**config.mk**
```make
export PLATFORM = sky130hd
export DESIGN_NAME = dpwm_top
export DESIGN_NICKNAME = d
export VERILOG_FILES = /design/src/rtl/dpwm_pkg.sv /design/src/rtl/dpwm_timebase.sv /design/src/rtl/dpwm_gate_ctrl.sv /design/src/rtl/dpwm_therm_sr.sv /design/src/rtl/dpwm_delay_chain.sv /design/src/rtl/dpwm_top.sv
export SDC_FILE = /design/constraint.sdc
export NUM_CORES = 1
export LEC_CHECK = 0
export ABC_AREA = 1
export CAP_MARGIN = 10
export CORE_UTILIZATION = 51
export DETAILED_ROUTE_END_ITERATION = 7
export PLACE_DENSITY = 0.8
export RECOVER_POWER = 100
export SETUP_SLACK_MARGIN = 0.02
export SLEW_MARGIN = 15
export SYNTH_ARGS = -nofsm -noshare
export SYNTH_HDL_FRONTEND = slang
export SYNTH_HIERARCHICAL = 1
export SYNTH_SLANG_ARGS = --single-unit
```
**constraint.sdc**
```tcl
create_clock -name clk -period 1.8 [get_ports clk]
set_clock_uncertainty 0.15 [all_clocks]
set_input_delay 0.36 -clock clk [delete_from_list [all_inputs] [get_ports clk]]
set_output_delay 0.36 -clock clk [all_outputs]
set_load 0.01 [all_outputs]
```
**src/rtl/dpwm_pkg.sv**
```systemverilog
package dpwm_pkg;
  localparam int DEF_NSTG      = 32;
  localparam int DEF_STAGE_CYC = 4;
  localparam int DEF_REF_CYC   = 160;
  localparam int DEF_DIV_RATIO = 16;

  typedef enum logic {
    SHIFT_DN = 1'b0,
    SHIFT_UP = 1'b1
  } shift_dir_e;

  typedef struct packed {
    logic above_hi;
    logic below_lo;
    logic below_ref;
  } cmp_vec_t;
endpackage

```
**src/rtl/dpwm_timebase.sv**
```systemverilog
module dpwm_timebase #(
  parameter int REF_CYC   = dpwm_pkg::DEF_REF_CYC,
  parameter int DIV_RATIO = dpwm_pkg::DEF_DIV_RATIO
) (
  input  logic clk,
  input  logic rst_n,
  output logic ref_tick_o,
  output logic div_wrap_o
);
  localparam int RCW = (REF_CYC > 1) ? $clog2(REF_CYC) : 1;
  localparam int DCW = (DIV_RATIO > 1) ? $clog2(DIV_RATIO) : 1;
  localparam logic [RCW-1:0] RC_LAST = RCW'(REF_CYC - 1);
  localparam logic [DCW-1:0] DC_LAST = DCW'(DIV_RATIO - 1);

  logic [RCW-1:0] rc_q, rc_d;
  logic [DCW-1:0] dc_q, dc_d;
  logic           tick;

  always_comb begin
    tick = (rc_q == RC_LAST);
    rc_d = tick ? '0 : rc_q + 1'b1;
    dc_d = dc_q;
    if (tick) begin
      dc_d = (dc_q == DC_LAST) ? '0 : dc_q + 1'b1;
    end
  end

  always_ff @(posedge clk or negedge rst_n) begin
    if (!rst_n) begin
      rc_q <= '0;
      dc_q <= '0;
    end else begin
      rc_q <= rc_d;
      dc_q <= dc_d;
    end
  end

  assign ref_tick_o = tick;
  assign div_wrap_o = tick && (dc_q == DC_LAST);
endmodule

```
**src/rtl/dpwm_gate_ctrl.sv**
```systemverilog
module dpwm_gate_ctrl
  import dpwm_pkg::*;
(
  input  logic       clk,
  input  logic       rst_n,
  input  logic       ref_tick_i,
  input  logic       div_wrap_i,
  input  cmp_vec_t   cmp_i,
  output logic       shift_en_o,
  output shift_dir_e shift_dir_o,
  output logic       div_sel_o
);
  cmp_vec_t s1_q, s1_d, s2_q, s2_d;
  logic     in_window;

  always_comb begin
    s1_d = s1_q;
    s2_d = s2_q;
    if (ref_tick_i) begin
      s1_d = cmp_i;
      s2_d = s1_q;
    end
  end

  always_ff @(posedge clk or negedge rst_n) begin
    if (!rst_n) begin
      s1_q <= '0;
      s2_q <= '0;
    end else begin
      s1_q <= s1_d;
      s2_q <= s2_d;
    end
  end

  always_comb begin
    in_window   = !s2_q.above_hi && !s2_q.below_lo;
    shift_en_o  = ref_tick_i && (!in_window || div_wrap_i);
    shift_dir_o = s2_q.below_ref ? SHIFT_UP : SHIFT_DN;
    div_sel_o   = in_window;
  end
endmodule

```
**src/rtl/dpwm_therm_sr.sv**
```systemverilog
module dpwm_therm_sr
  import dpwm_pkg::*;
#(
  parameter int NSTG     = DEF_NSTG,
  parameter int RST_ONES = DEF_NSTG / 2
) (
  input  logic            clk,
  input  logic            rst_n,
  input  logic            shift_en_i,
  input  shift_dir_e      shift_dir_i,
  output logic [NSTG-1:0] code_o
);
  function automatic logic [NSTG-1:0] therm(input int k);
    logic [NSTG-1:0] v;
    v = '0;
    for (int i = 0; i < NSTG; i++) begin
      if (i < k) v[i] = 1'b1;
    end
    return v;
  endfunction

  localparam logic [NSTG-1:0] RST_CODE = therm(RST_ONES);

  logic [NSTG-1:0] code_q, code_d;
  logic            at_top, at_floor;

  always_comb begin
    at_top   = code_q[NSTG-1];
    at_floor = !code_q[1];
    code_d   = code_q;
    if (shift_en_i) begin
      if (shift_dir_i == SHIFT_UP) begin
        if (!at_top) code_d = {code_q[NSTG-2:0], 1'b1};
      end else begin
        if (!at_floor) code_d = {1'b0, code_q[NSTG-1:1]};
      end
    end
  end

  always_ff @(posedge clk or negedge rst_n) begin
    if (!rst_n) code_q <= RST_CODE;
    else        code_q <= code_d;
  end

  assign code_o = code_q;
endmodule

```
**src/rtl/dpwm_delay_chain.sv**
```systemverilog
module dpwm_delay_chain #(
  parameter int NSTG      = dpwm_pkg::DEF_NSTG,
  parameter int STAGE_CYC = dpwm_pkg::DEF_STAGE_CYC
) (
  input  logic            clk,
  input  logic            rst_n,
  input  logic            start_i,
  input  logic [NSTG-1:0] code_i,
  output logic            pwm_o
);
  localparam int SW   = $clog2(NSTG);
  localparam int SUBW = (STAGE_CYC > 1) ? $clog2(STAGE_CYC) : 1;
  localparam logic [SW:0]     ST_END   = (SW+1)'(NSTG);
  localparam logic [SUBW-1:0] SUB_LAST = SUBW'(STAGE_CYC - 1);

  logic            pwm_q, pwm_d;
  logic [SW:0]     st_q, st_d;
  logic [SUBW-1:0] sub_q, sub_d;
  logic            last_stage;

  always_comb begin
    if (st_q == ST_END) last_stage = 1'b1;
    else                last_stage = !code_i[st_q[SW-1:0]];
    pwm_d = pwm_q;
    st_d  = st_q;
    sub_d = sub_q;
    if (start_i) begin
      pwm_d = 1'b1;
      st_d  = '0;
      sub_d = '0;
    end else if (pwm_q) begin
      if (sub_q == SUB_LAST) begin
        sub_d = '0;
        if (last_stage) pwm_d = 1'b0;
        else            st_d  = st_q + 1'b1;
      end else begin
        sub_d = sub_q + 1'b1;
      end
    end
  end

  always_ff @(posedge clk or negedge rst_n) begin
    if (!rst_n) begin
      pwm_q <= 1'b0;
      st_q  <= '0;
      sub_q <= '0;
    end else begin
      pwm_q <= pwm_d;
      st_q  <= st_d;
      sub_q <= sub_d;
    end
  end

  assign pwm_o = pwm_q;
endmodule

```
**src/rtl/dpwm_top.sv**
```systemverilog
module dpwm_top
  import dpwm_pkg::*;
#(
  parameter int NSTG      = DEF_NSTG,
  parameter int STAGE_CYC = DEF_STAGE_CYC,
  parameter int REF_CYC   = DEF_REF_CYC,
  parameter int DIV_RATIO = DEF_DIV_RATIO
) (
  input  logic            clk,
  input  logic            rst_n,
  input  logic            vout_above_hi_i,
  input  logic            vout_below_lo_i,
  input  logic            vout_below_ref_i,
  output logic            pwm_o,
  output logic [NSTG-1:0] duty_code_o,
  output logic            div_sel_o
);
  localparam int RST_ONES = NSTG / 2;

  logic       rsync1_q, rsync2_q;
  logic       rst_sync_n;
  logic       ref_tick, div_wrap, shift_en;
  shift_dir_e shift_dir;
  cmp_vec_t   cmp_raw;

  always_ff @(posedge clk or negedge rst_n) begin
    if (!rst_n) begin
      rsync1_q <= 1'b0;
      rsync2_q <= 1'b0;
    end else begin
      rsync1_q <= 1'b1;
      rsync2_q <= rsync1_q;
    end
  end
  assign rst_sync_n = rsync2_q;

  always_comb begin
    cmp_raw.above_hi  = vout_above_hi_i;
    cmp_raw.below_lo  = vout_below_lo_i;
    cmp_raw.below_ref = vout_below_ref_i;
  end

  dpwm_timebase #(.REF_CYC(REF_CYC), .DIV_RATIO(DIV_RATIO)) tb_u (
    .clk(clk), .rst_n(rst_sync_n), .ref_tick_o(ref_tick), .div_wrap_o(div_wrap)
  );

  dpwm_gate_ctrl gate_u (
    .clk(clk), .rst_n(rst_sync_n), .ref_tick_i(ref_tick), .div_wrap_i(div_wrap),
    .cmp_i(cmp_raw), .shift_en_o(shift_en), .shift_dir_o(shift_dir),
    .div_sel_o(div_sel_o)
  );

  dpwm_therm_sr #(.NSTG(NSTG), .RST_ONES(RST_ONES)) sr_u (
    .clk(clk), .rst_n(rst_sync_n), .shift_en_i(shift_en),
    .shift_dir_i(shift_dir), .code_o(duty_code_o)
  );

  dpwm_delay_chain #(.NSTG(NSTG), .STAGE_CYC(STAGE_CYC)) dl_u (
    .clk(clk), .rst_n(rst_sync_n), .start_i(ref_tick),
    .code_i(duty_code_o), .pwm_o(pwm_o)
  );
endmodule

```
# Word level (Yosys, flattened, before mapping)
# Index checks and enable logic that the tools add are counted.
dict set report op_classes {
  magnitude_cmp 1
  n_eq_ne 6
  addsub 4
  n_mux 20
  n_reduce_logical 15
}
# cell count
set ops {}
lappend ops {{$mux 32} 3}
lappend ops {{$mux 6} 4}
lappend ops {{$add 8x1->8 const B} 1}
lappend ops {{$eq 8x8->1 const B} 1}
lappend ops {{$mux 8} 1}
lappend ops {{$mux 1} 7}
lappend ops {{$add 6x1->6 const B} 1}
lappend ops {{$eq 6x6->1 const B} 1}
lappend ops {{$lt 5x6->1 const B} 1}
lappend ops {{$mux 2} 3}
lappend ops {{$reduce_and 3->1} 2}
lappend ops {{$reduce_bool 2->1} 3}
lappend ops {{$bmux 1 s5} 1}
lappend ops {{$add 4x1->4 const B} 1}
lappend ops {{$eq 4x4->1 const B} 1}
lappend ops {{$logic_not 1->1} 4}
lappend ops {{$mux 4} 1}
lappend ops {{$reduce_and 2->1} 2}
lappend ops {{$logic_and 1x1->1} 3}
lappend ops {{$add 2x1->2 const B} 1}
lappend ops {{$eq 2x2->1 const B} 1}
lappend ops {{$ne 2x1->1 const B} 1}
lappend ops {{$ne 2x2->1 const B} 1}
lappend ops {{$logic_or 1x1->1} 1}
dict set report totals {
  ff_bits 61
}

# Logic depth before layout (Yosys ltp)
# Gate-level depths: netlist of the first run.
dict set report depth {
  depth_word 8
  ltp_mapped 14
  ltp_nobuf 14
}

# Hierarchy
# Netlist of the first run, hierarchy kept.
# mod instances area_each_um2 cells_per_inst seq_area_each_um2
set modules_own_cells {}
lappend modules_own_cells {dpwm_therm_sr 1 1776.7 245 820.8}
lappend modules_own_cells {dpwm_delay_chain 1 972.2 172 225.2}
lappend modules_own_cells {dpwm_timebase 1 616.8 74 300.3}
lappend modules_own_cells {dpwm_gate_ctrl 1 237.7 28 150.1}
lappend modules_own_cells {dpwm_top 1 53.8 3 50.0}

# Worst setup path before layout of the first run
# No wires, ideal clock.
dict set report synth_timing {
  kind {register to register}
  start {reg tb_u.rc_q[0]}
  end {reg dl_u.st_q[4]}
  slack_ns -0.255
  path_stages_with_launch 12
  n_path_buf 1
  setup_time_ns 0.117
  required_time_ns 1.533
  arrival_ns 1.788
  path_cell_list {dfrtp_1 -> ha_1 -> nand2_2 -> inv_2 -> nand2_2 -> nor2_4 -> buf_2 -> nor2_1 -> nor2_1 -> nand2_4 -> nand2_1 -> nand2_1}
}
dict set report synth_via {
  elab_chain_cells 3
}
# item line
set synth_rtl {}
lappend synth_rtl {{start: declaration} dpwm_timebase.sv:15} ;# logic [RCW-1:0] rc_q, rc_d;
lappend synth_rtl {{start signal: assignment} dpwm_timebase.sv:33} ;# rc_q <= rc_d;
lappend synth_rtl {{$eq 8x8->1 (*)} dpwm_timebase.sv:20} ;# tick = (rc_q == RC_LAST);
lappend synth_rtl {{net ref_tick} dpwm_top.sv:22} ;# logic ref_tick, div_wrap, shift_en;
lappend synth_rtl {{$ne 2x1->1 (no source line) or $reduce_bool 2->1 (tied branches)} n/a}
lappend synth_rtl {{$reduce_and 3->1 (no source line)} n/a}
lappend synth_rtl {{end signal: assignment} dpwm_delay_chain.sv:49} ;# st_q <= st_d;
lappend synth_rtl {{end: declaration} dpwm_delay_chain.sv:17} ;# logic [SW:0] st_q, st_d;
# The timed path passes the listed nets; every way through them passes the cells marked *.
# A chain may end at the register's enable or synchronous reset.

# Worst setup path in the final report of the first run
dict set report layout_timing {
  start {reg tb_u.rc_q[0]}
  end {reg sr_u.code_q[25], in the netlist sr_u/code_o[25]}
}
dict set report layout_via {
  elab_chain_cells 5
}
# item line
set layout_rtl {}
lappend layout_rtl {{$eq 8x8->1} dpwm_timebase.sv:20}
lappend layout_rtl {{$logic_and 1x1->1} dpwm_timebase.sv:39} ;# assign div_wrap_o = tick && (dc_q == DC_LAST);
lappend layout_rtl {{net div_wrap} dpwm_top.sv:22}
lappend layout_rtl {{$logic_or 1x1->1} dpwm_gate_ctrl.sv:37} ;# shift_en_o = ref_tick_i && (!in_window || div_wrap_i);
lappend layout_rtl {{$logic_and 1x1->1} dpwm_gate_ctrl.sv:37}
lappend layout_rtl {{net shift_en} dpwm_top.sv:22}
lappend layout_rtl {{$reduce_and 3->1 (no source line)} n/a}
lappend layout_rtl {{end signal: assignment} dpwm_therm_sr.sv:42} ;# else code_q <= code_d;
lappend layout_rtl {{end: declaration} dpwm_therm_sr.sv:24} ;# logic [NSTG-1:0] code_q, code_d;
# The timed path passes the listed nets, and every way through them passes these cells.

==> results of run 1 <==
[worst max-delay path, cell delays in order, from the launching register on]
cell and delay, ns:
dfrtp_1 0.39, ha_4 0.17, nand2_4 0.07, nor2_4 0.11
nand2_4 0.07, nor2_4 0.08, inv_2 0.05, a21oi_4 0.19
buf_4 0.14, buf_6 0.09, nand3_4 0.11, clkbuf_16 0.20
nand2_1 0.06, nand2_1 0.05
[registers in the layout, summed over array words and instances, names as in the netlist]
signal	flops
dl_u/pwm_o	1
dl_u/st_q	6
dl_u/sub_q	2
gate_u/s1_q	3
gate_u/s2_q	3
rst_sync_n	1
rsync1_q	1
sr_u/code_o	32
tb_u/dc_q	4
tb_u/rc_q	8
[power breakdown]
group	leakage, µW	internal (µW)	switching, µW	total (µW)
Combinational	0.00195	8.33	27.0	35.3
Sequential	0.000756	1380	0.504	1380
Clock	0.0000997	650	518	1170
Total	0.00281	2030	546	2580
[kinds of logic (layout without fill, tap and decap cells)]
| logic type | Yosys count | count (layout) |
|---|---|---|
| other | 1 | 1 |
| buffers and inverters | 73 | 174 |
| AOI/OAI and AO/OA | 13 | 13 |
| and+or+nand+nor | 367 | 367 |
| xor gates and xnor gates | 2 | 2 |
| DFF | 61 | 61 |
| adders and majority gates | 5 | 5 |
[final timing paths]
kind	depth (start not counted)	end	start	slack [ns]
max	13	sr_u/code_o[25]	tb_u/rc_q[0]	-0.22
min	1	rsync1_q	rst_n	0.09
max reg2reg	13	sr_u/code_o[25]	tb_u/rc_q[0]	-0.22
min reg2reg	0	rst_sync_n	rsync1_q	0.21
max in group asynchronous	1	dl_u/st_q[1]	rst_sync_n	0.60
min in group clk	0	rst_sync_n	rsync1_q	0.21
[timing repair]
action | 4_1_cts | 5_1_grt
gates resized for setup | 54 | 30
pin swaps | 29 | 7
gates cloned | 3 | 4
hold buffers | 0 | 0
setup endpoints to repair | 70 | 47
setup buffers | 30 | 5
[area by class of cell]
class	count	area (µm²)	area share, %
Clock inverter	1	5.00	0.100
Multi-Input combinational cell	388	1870	37.6
Clock buffer	15	186	3.74
Timing Repair Buffer	107	1040	20.9
Inverter	49	196	3.94
Timing Repair inverter	2	10.0	0.201
Sequential cell	61	1550	31.1
Tap cell	96	120	2.41
[layer usage]
metal	global-route usage, %	wire length, µm	vias up
met2	49.4	5270	213
met4	16.5	308	0
met1	32.9	4160	1864
met3	6.38	784	34
met5	0	0	-
li1	-	-	1820
[cell usage in the layout, fill, tap and decap left out, types with 7 or more instances in the layout]
cell type | synthesis | layout
buf_4 | 2 | 51
buf_6 | 7 | 9
clkbuf_8 | 0 | 13
clkdlybuf4s50_1 | 0 | 12
dfrtp_1 | 45 | 40
dfstp_2 | 16 | 16
dlygate4sd2_1 | 0 | 16
dlymetal6s2s_1 | 0 | 7
inv_1 | 41 | 38
inv_2 | 8 | 7
nand2_1 | 225 | 207
nand2_2 | 8 | 23
nand3_1 | 91 | 89
nor2_1 | 31 | 24
nor2_2 | 2 | 7
[metrics by stage]
step                util (%)  setup slack, ns  cells  hold slack [ns]  TNS [ns]
global placement        62.1          -0.0422    662            0.128    -0.786
detailed placement      62.1           -0.112    662            0.133     -2.82
floorplan                  -          -0.0921    522          -0.0856     -2.42
global route            72.6           -0.296    719           0.0931     -9.16
CTS                     70.6           -0.200    710           0.0161     -3.51
finish                  72.6           -0.223    719           0.0941     -5.83
==> results.md, run 1 <==
- Outcome: finished with violations
- Violated checks: setup timing
- Unique masters post-synth: 31
- Count leader, synth: nand2_1
- Post-synth top area cell: dfrtp_1
- WL/cell: 14.6 µm
- Area Overhead vs Synth: 36.3%
- Synthesized cell area: 3660 µm²
- DRC Markers: 0
- Cells after Synth: 522
- Hold Fails Final Rpt: 0
- Layout cells sized above 1: 26.5%
- Maximum vdd drop: 0.466 mV
- Slew HR: 45.6%
- CTS buffer count: 9
- Num rows: 30
- Synth Area in Compound Gates: 2.09%
- Clock sink total: 61
- Nets@finish: 628
- CP required: 1.89 ns
- Port bufs: 38
- DR pass1 iterations: 6
- Max Fclk: 494 MHz
- CTS root buffer: clkbuf_8
- Worst-skew pair later-pin latency: 0.34 ns
- RSZ-0062 raised after global routing: yes
- Syn Nets: 532
- Max cap viols: 0
- Post-synth top cells: nand2_1, nand3_1, dfrtp_1
- Sequential share of the synthesized area: 42.3%
- EDFF count, synth: 0
- Htree depth: 3
- Slew @ Worst Pin: 0.817 ns
- Total power: 2580 µW
- Initial antenna violation count: 0
- Final min period: 2.02 ns
- Area share of the largest cell type after synthesis: 30.8%
- 1st-iter DRT viols: 406
- CTS Buffer Depth: 2
- Final Cell Area: 4990 µm²
- Setup violations, final: 38
- Wirelength, routed: 10500 µm
- CTS tree: yes
- Warnings from Yosys: 6
- Average via count per standard cell: 5.47
- Post-Synth XOR/XNOR Area: 0.479%
- Post-synthesis simple-gate area fraction: 43.4%
- Setup WS post-layout: -0.223 ns
- Pwr Density: 517 nW/µm²
- Mux contribution to synthesized area: 0%
- Post-route ant nets: 0
- Min-Delay Path Class: in2async
- Worst-path clk slew: 0.07 ns
- Pleak: 0.00281 µW
- Ys flop type: dfrtp_1
- Chip height: 86.7 µm
- ANT cells: 0
- Congestion Overflow GR: 0
- Core footprint: 6870 µm²
- Top Ports: 39
- Avg Cell Area, Syn: 7.01 µm²
- Fill cell count: 535
- Dominant cells by area after synthesis: dfrtp_1, nand2_1, nand3_1
- Detailed placement HPWL: 5870 µm
- Pin count of the biggest net entering global routing: 60
- First-pass GRT wire length: 16800 µm
- Fin. max-slew vios: 0
- Vias in the first global route: 3867
- CP Launch Type: flip-flop
- Main combinational cell family by area after synthesis: simple AND/OR/NAND/NOR gates
- Critical path endpoint category: flip-flop
- Vias: 3931
- Async S/R FF share, synth: 100%
- Setup Crit Path Kind: reg2reg
- DP Area: 4270 µm²
- Max Fanout on Critical Path: 11
- Initial core utilization: 53.2%
- Die width: 86.7 µm
- Routability congestion estimate: 0.906
- CP arrival: 2.11 ns
- Die area: 7510 µm²
- Adder-cell share of the synthesized area: 1.71%
- Ratio of final minimum period to clock period: 112%
- Tot GR Track Use: 28.7%
- Yosys reg bits: 61
No activity file was read; power rests on OpenSTA's default activity.
==> run 2: changes to the inputs <==
- SKIP_LAST_GASP: unset -> 1
==> results.md, run 2 (synthesized netlist as in run 1, its figures left out) <==
- Outcome: finished with violations
- Violated checks: setup timing
- Most frequent cells in the layout: nand2_1, nand3_1, buf_4
- Wirelength, routed: 10500 µm
- Core footprint: 6870 µm²
- First-pass GRT wire length: 16800 µm
- Clock sink total: 61
- CP arrival: 2.11 ns
- Die width: 86.7 µm
- Vias in the first global route: 3867
- CTS Hold Bufs: 0
- Num rows: 30
- Switch share: 21.2%
- Chip height: 86.7 µm
- RSZ-0062 raised after global routing: yes
- CP max-delay cell: dfrtp_1
- Layout cells sized above 1: 26.0%
- Pleak: 0.00283 µW
- Combinational share of power: 1.4%
- Hold Fails Final Rpt: 0
- Max cap viols: 0
- Commonest non-fill, non-tap cell in the layout: nand2_1
- Critical path endpoint category: flip-flop
- Part of the power in registers: 53.3%
- Max Fclk: 494 MHz
- Post-route ant nets: 0
- WHS: 0.0944 ns
- Average via count per standard cell: 5.49
- Port bufs: 38
- Worst-path clk slew: 0.07 ns
- Vias: 3944
- Area Overhead vs Synth: 36.4%
- CTS buffer count: 9
- Congestion Overflow GR: 0
- DP Area: 4270 µm²
- Worst-skew pair later-pin latency: 0.34 ns
- Top Ports: 39
- Pwr Density: 518 nW/µm²
- DR pass1 iterations: 6
- CTS root buffer: clkbuf_8
- Fill cell count: 538
- WL/cell: 14.6 µm
- Largest register FFs: 32
- Setup violations, final: 36
- Maximum vdd drop: 0.466 mV
- Initial core utilization: 53.2%
- Tot GR Track Use: 28.7%
- Internal: 2030 µW
- Worst path cell trace: ha_4 -> nand2_4 -> nor2_4 -> nand2_4 -> nor2_4 -> inv_2 -> a21oi_4 -> buf_4 -> buf_6 -> nand3_4 -> clkbuf_16 -> nand2_1 -> nand2_1
- Initial antenna violation count: 0
- Detailed placement HPWL: 5870 µm
- Sw Pwr: 548 µW
- Final Cell Area: 4990 µm²
- Htree depth: 3
- ANT cells: 0
- CP Launch Type: flip-flop
- CTS Buffer Depth: 2
- CP bufs+invs: 4
- Min-Delay Path Class: in2async
- DRC Markers: 0
- Pin count of the biggest net entering global routing: 60
- Die area: 7510 µm²
- Setup Crit Path Kind: reg2reg
- Setup WS post-layout: -0.223 ns
- Slew @ Worst Pin: 0.816 ns
- 1st-iter DRT viols: 446
- Routability congestion estimate: 0.906
- Ratio of final minimum period to clock period: 112%
- Clock share of power: 45.3%
- Family with the most delay on the worst path: simple AND/OR/NAND/NOR gates
- CTS tree: yes
- Final min period: 2.02 ns
- Fin. max-slew vios: 0
- CP max stage delay: 0.39 ns
- Slew HR: 45.6%
- Nets@finish: 628
- Max Fanout on Critical Path: 11
- CP required: 1.89 ns
- Final core occ: 72.6%
[run 2: changes by cell type in the layout (fill, tap and decap cells not counted), sizes merged]
| cell | previous run | this run |
|---|---|---|
| clkbuf | 18 | 17 |
| dlygate4sd2 | 16 | 17 |
| clkdlybuf4s15 | 1 | 0 |
| dlymetal6s2s | 7 | 8 |
[run 2: area by class of cell]
class / instances / area (µm²) / area share (%)
clock buffer: 15 / 186 / 3.74
clock inverter: 1 / 5.00 / 0.100
inverter: 49 / 196 / 3.94
multi-input combinational: 388 / 1870 / 37.5
sequential: 61 / 1550 / 31.1
tap: 96 / 120 / 2.41
timing repair buffer: 107 / 1050 / 21.0
timing repair inverter: 2 / 10.0 / 0.201
[run 2: power groups by stage]
stage / clock (µW) / sequential, µW / combinational [µW]
after global placement: 0 / 1400 / 40.2
final: 1170 / 1380 / 35.3
after detailed placement: 0 / 1400 / 41.1
after CTS: 1180 / 1380 / 40.8
after floorplan: 0 / 1420 / 0.182
after global routing: 1250 / 1370 / 42.0
[run 2: stage by stage]
| stage | std cells | setup TNS, ns | setup slack (ns) | power, µW |
|---|---|---|---|---|
| final | 719 | -5.69 | -0.223 | 2580 |
| after floorplan | 522 | -2.42 | -0.0921 | 1420 |
| after CTS | 710 | -3.72 | -0.203 | 2600 |
| after global placement | 662 | -0.786 | -0.0422 | 1440 |
| after global routing | 719 | -9.25 | -0.296 | 2670 |
| after detailed placement | 662 | -2.82 | -0.112 | 1440 |
[run 2: layer usage]
metal	GRT usage (%)	wire, µm
met1	32.9	4150
met2	49.4	5260
met3	6.38	787
met4	16.5	310
met5	0	0
[run 2: final timing paths]
path	start	endpoint	slack (ns)	cells after the start
setup / recovery	tb_u/rc_q[0]	sr_u/code_o[25]	-0.22	13
hold / removal	rst_n	rsync1_q	0.09	1
setup reg to reg	tb_u/rc_q[0]	sr_u/code_o[25]	-0.22	13
hold reg to reg	rsync1_q	rst_sync_n	0.21	0
max in group asynchronous	rst_sync_n	dl_u/st_q[1]	0.60	1
min in group clk	rsync1_q	rst_sync_n	0.21	0
[run 2: what timing repair did]
| item | 4_1_cts | 5_1_grt |
|---|---|---|
| endpoints found under the setup margin | 70 | 48 |
| gates resized for setup | 51 | 26 |
| cloned | 3 | 4 |
| setup buffers | 30 | 5 |
| pin swaps | 29 | 7 |
